**config.mk**
```make
export PLATFORM = sky130hd
export DESIGN_NAME = step_atten_ctrl
export DESIGN_NICKNAME = d
export VERILOG_FILES = /design/src/rtl/step_atten_pkg.sv /design/src/rtl/fa_sync.sv /design/src/rtl/atten_sum.sv /design/src/rtl/therm_enc.sv /design/src/rtl/step_atten_ctrl.sv
export SDC_FILE = /design/constraint.sdc
export NUM_CORES = 1
export LEC_CHECK = 0
export BUFFER_PORTS_ARGS = -buffer_cell sky130_fd_sc_hd__buf_4
export CAP_MARGIN = 20
export CORE_MARGIN = 3
export CORE_UTILIZATION = 35
export DETAILED_ROUTE_END_ITERATION = 10
export PLACE_DENSITY_LB_ADDON = 0.1
export SLEW_MARGIN = 20
export SYNTH_ARGS = -nofsm -noshare
export SYNTH_HDL_FRONTEND = slang
export SYNTH_SLANG_ARGS = --single-unit
```
**constraint.sdc**
```tcl
create_clock -name clk_i -period 2.5 [get_ports clk_i]
set_clock_uncertainty 0.2 [all_clocks]
set_input_delay 0.125 -clock clk_i [delete_from_list [all_inputs] [get_ports clk_i]]
set_output_delay 0.125 -clock clk_i [all_outputs]
set_load 0.01 [all_outputs]
```
**src/rtl/step_atten_pkg.sv**
```systemverilog
package step_atten_pkg;
  localparam int unsigned CODE_W    = 6;
  localparam int unsigned SEL_W     = 2;
  localparam int unsigned CODE_MAX  = 40;
  localparam int unsigned STEP_BASE = 4;
  localparam int unsigned CTRL_W    = CODE_W + SEL_W;
  localparam int unsigned STEP_MAX  = STEP_BASE << ((1 << SEL_W) - 1);
  localparam int unsigned THERM_W   = CODE_MAX + STEP_MAX;
  localparam int unsigned LVL_W     = $clog2(THERM_W + 1);
endpackage

```
**src/rtl/fa_sync.sv**
```systemverilog
module fa_sync #(
  parameter int unsigned STAGES = 2
) (
  input  logic clk_i,
  input  logic rst_ni,
  input  logic d_i,
  output logic q_o
);
  logic [STAGES-1:0] sr_q;

  always_ff @(posedge clk_i or negedge rst_ni) begin
    if (!rst_ni) sr_q <= '0;
    else         sr_q <= {sr_q[STAGES-2:0], d_i};
  end

  assign q_o = sr_q[STAGES-1];
endmodule

```
**src/rtl/atten_sum.sv**
```systemverilog
module atten_sum
  import step_atten_pkg::*;
(
  input  logic [CODE_W-1:0] code_i,
  input  logic [SEL_W-1:0]  sel_i,
  input  logic              fa_i,
  output logic [LVL_W-1:0]  lvl_o
);
  logic [LVL_W-1:0] sat, step;

  always_comb begin
    sat   = (int'(code_i) > int'(CODE_MAX)) ? LVL_W'(CODE_MAX) : LVL_W'(code_i);
    step  = fa_i ? LVL_W'(STEP_BASE << sel_i) : '0;
    lvl_o = sat + step;
  end
endmodule

```
**src/rtl/therm_enc.sv**
```systemverilog
module therm_enc #(
  parameter int unsigned LVL_W   = 7,
  parameter int unsigned THERM_W = 72
) (
  input  logic [LVL_W-1:0]   lvl_i,
  output logic [THERM_W-1:0] therm_o
);
  for (genvar i = 0; i < THERM_W; i++) begin : g_seg
    assign therm_o[i] = (lvl_i > LVL_W'(i));
  end
endmodule

```
**src/rtl/step_atten_ctrl.sv**
```systemverilog
module step_atten_ctrl
  import step_atten_pkg::*;
(
  input  logic               clk_i,
  input  logic               rst_ni,
  input  logic               enable_i,
  input  logic [CTRL_W-1:0]  ctrl_i,
  input  logic               fast_i,
  output logic [THERM_W-1:0] therm_o,
  output logic               pdn_o
);
  logic               fa_sync_q;
  logic [LVL_W-1:0]   lvl;
  logic [THERM_W-1:0] therm_d, therm_q;
  logic               pdn_q;

  fa_sync #(.STAGES(2)) u_sync (
    .clk_i (clk_i),
    .rst_ni(rst_ni),
    .d_i   (fast_i),
    .q_o   (fa_sync_q)
  );

  atten_sum u_sum (
    .code_i(ctrl_i[CODE_W-1:0]),
    .sel_i (ctrl_i[CTRL_W-1:CODE_W]),
    .fa_i  (fa_sync_q),
    .lvl_o (lvl)
  );

  therm_enc #(.LVL_W(LVL_W), .THERM_W(THERM_W)) u_enc (
    .lvl_i  (lvl),
    .therm_o(therm_d)
  );

  // single register stage: all segments switch on one edge
  always_ff @(posedge clk_i or negedge rst_ni) begin
    if (!rst_ni) begin
      therm_q <= '1;
      pdn_q   <= 1'b1;
    end else if (!enable_i) begin
      therm_q <= '1;
      pdn_q   <= 1'b1;
    end else begin
      therm_q <= therm_d;
      pdn_q   <= 1'b0;
    end
  end

  assign therm_o = therm_q;
  assign pdn_o   = pdn_q;
endmodule

```
==> qor.yml <==
tritoncts.num_buffers: 9
critPathKind: "reg -> reg"
seq_area_frac_synth_pct: 65.8
cellInternalPower_w: 0.00234
grt_pass1_vias: 2312
fin_nets: 375
post_synthesis_average_cell_area_sq_um: 12.1
hold_viol: 0
power_switching_share_pct: 25.9
power.ir.vdd_worst_mv: 0.260
initial_utilization_pct: 36.2
post-route-min-period_ns: 2.43
synth.mux.area_fraction_pct: 0
die-area_sq_mm: 0.00970
timing_worst_slew_pin_value_ns: 0.875
grt_max_degree: 76
synthesis_stage_register_bit_count: 75
groute.usage.overall_pct: 16.0
placement.io_buffers: 84
root_buffer: "sky130_fd_sc_hd__clkbuf_8"
power.combinational.fraction_pct: 20.0
dr_total_vias: 2259
crit_path_start_kind: "flip-flop"
final.fill_count: 783
power.net_switching_w: 0.000818
critPathRequiredTime_ns: 2.56
status: "finished clean"
highest_attainable_clock_frequency_ghz: 0.411
mapped_nets: 265
placementRows: 33
min_to: "therm_o[69]"
setup_slack_ns: 0.0669
dp_slack_ns: -0.00265
yosys.area_share.simple_pct: 10.9
fp.coreArea_sq_mm: 0.00826
hold_depth: 3
rsz0062_at_grt: "true"
drtAntennaViolNets: 0
synth_top_family_by_area: "compound AO/OA/AOI/OAI gates"
fp.dieH_um: 98.5
max-slew-margin-rel_pct: 41.6
numClockSinks: 75
antennaDiodeCount: 0
reg2regPathDepth: 7
hold-worst-slack_ns: 0.0487
critical_path.reg2reg.startpoint: "u_sync.sr_q[1]"
cts-htree-levels: 3
static-leakage-power_nw: 1.79
drive_above_1_share_pct: 61.2
drt_wl_total_um: 7350
flow.area_growth_from_synthesis_pct: 41.0
drt_pass1_iterations: 4
final_min_period_over_clock_period_pct: 97.3
holdCritStartpoint: "ctrl_i[1]"
timing.max_cap.violations: 0
critical_path.max_fanout: 7
io_pins: 85
clkLatencyLatePin_ns: 0.34
post_synth_fa_ha_maj_area_fraction_pct: 2.34
slack_of_the_worst_reg_to_reg_path_ns: 0.07
initial_antenna_violation_count: 0
clk_pin_slew_worst_paths_ns: 0.07
report.final.slew_viol_count: 0
worst_setup_path_end_kind: "flip-flop"
mappedNetlistArea_sq_mm: 0.00299
fp.dieW_um: 98.5
ys.warnings.count: 0
drt-vias-per-instance: 4.83
tightest_hold_check_type: "in -> reg"
drt-initial-drc-count: 83
global_route.overflow_total: 0
synth_compound_gate_area_share_pct: 16.4
setup.worst_path.start: "u_sync.sr_q[1]"
largest_buffer_count_on_any_clock_path: 2
synthCells: 248
regToRegEndpoint: "therm_o[0]"
yosysUniqueCellTypes: 47
finalWeightedCongestion: 0.849
grt_first_pass_wirelength_um: 12100
cell_area_power_density_mw_per_mm2: 749
place.detailed.hpwl_um: 5340
wire_per_inst_um: 15.7
worst_ep_arrival_time_ns: 2.49
clock_network_power_share_pct: 34.7
cts_tree: "yes"
remaining_drc_errors: 0
finalSetupViolations: 0
proportion_of_power_drawn_by_flip_flops_and_latches_pct: 45.3
synth_xor_xnor_area_share_pct: 1.09
## cell type report
class	count	area (sq um)	area share [%]
well taps	105	131	3.11
inverters	6	22.5	0.534
flip-flops and latches	75	1970	46.6
repair buffers	115	890	21.1
clock inverters	6	113	2.67
multi-input cells	151	968	22.9
clock buffers	10	128	3.02
## layer usage
metal	vias up	part of all wire, %	track usage [%]
met5	-	0	0
met1	1090	44	22.2
met4	0	1.3	5.99
li1	1086	-	-
met2	76	48	24.3
met3	7	7.2	4.39
## synthesized netlist by cell type, drive strengths merged
master	count	area, sq um
or2	1	6.26
nor4	1	6.26
nor2b	3	18.8
and3	4	25.0
nor2	15	58.8
and2	2	12.5
or4	1	7.51
buf	9	56.3
and3b	1	8.76
a21boi	1	7.51
nand3	7	35.0
fa	1	20.0
o31ai	12	90.1
or3b	1	8.76
o211ai	2	20.0
a31oi	3	18.8
nand2b	1	6.26
o21bai	1	7.51
inv	6	22.5
o31a	4	35.0
xnor2	1	16.3
a21o	2	15.0
o21ai	34	181
dfstp	73	1920
xor2	1	16.3
nor3	5	35.0
clkbuf	7	26.3
dfrtp	2	50.1
a41oi	1	8.76
nor3b	1	7.51
nand2	23	88.8
o21a	2	15.0
a21oi	14	77.6
ha	4	50.1
a211oi	2	15.0
## metrics by stage
stage / total power, W / util, % / area [sq um] / setup TNS (ns) / std cells
2_1_floorplan: 0.00174 / - / 2990 / 0 / 248
3_3_place_gp: 0.00206 / 46.7 / 3860 / 0 / 444
3_5_place_dp: 0.00207 / 46.7 / 3860 / -0.00265 / 444
4_1_cts: 0.00319 / 50.1 / 4140 / 0 / 464
5_1_grt: 0.00332 / 51.1 / 4220 / -0.647 / 468
6_report: 0.00316 / 51.1 / 4220 / 0 / 468
## flip-flops by register name, summed over array words and instances (netlist names)
signal	flops
u_sync.sr_q	2
therm_o	72
pdn_o	1
## power by group through the flow
stage	clock [W]	combinational, W	sequential (W)
CTS	0.00113	0.000623	0.00144
floorplan	0	0.000232	0.00151
finish	0.00110	0.000632	0.00143
global placement	0	0.000610	0.00145
detailed placement	0	0.000615	0.00145
global route	0.00118	0.000693	0.00145
## critical path: stages, from the launching register on
cell and delay, ns:
sky130_fd_sc_hd__dfrtp_1 0.37, sky130_fd_sc_hd__nor3b_2 0.15, sky130_fd_sc_hd__ha_1 0.23, sky130_fd_sc_hd__fa_2 0.40
sky130_fd_sc_hd__buf_4 0.16, sky130_fd_sc_hd__xnor2_2 0.20, sky130_fd_sc_hd__o211ai_2 0.20, sky130_fd_sc_hd__or4_1 0.44
## what timing repair did
action | in CTS | in global routing
hold endpoints to repair | 12 | 0
hold buffers | 4 | 0
gates resized for setup | 1 | 13
setup endpoints to repair | 4 | 64
buffers inserted | 0 | 4
pin swaps | 0 | 3
## layout by cell type, fill, tap and decap left out, drive strengths merged, types with 4 or more instances in the layout
master,netlist,final
a21oi,14,14
and3,4,4
buf,9,111
clkbuf,7,10
dfstp,73,73
dlygate4sd3,0,4
ha,4,4
inv,6,7
nand2,23,23
nand3,7,7
nor2,15,15
nor3,5,5
o21ai,34,34
o31a,4,4
o31ai,12,12
## worst max-delay path by stage
stage | end | slack (ns) | depth (start not counted)
final | therm_o[0] | 0.07 | 7
after global routing | therm_o[19] | -0.06 | 10
after CTS | therm_o[19] | 0.01 | 10
after detailed placement | therm_o[54] | -0.003 | 9
after global placement | therm_o[54] | 0.03 | 9
after floorplan | therm_o[0] | 0.05 | 6
## cell families (layout without fill, tap and decap cells)
group	after synthesis	count (layout)
buffers and inverters	22	137
adders and majority gates	5	5
xor gates and xnor gates	2	2
and+or+nand+nor	66	66
DFF	75	75
AOI/OAI and AO/OA	78	78
Note: power is estimated with default switching activity, not from simulation.
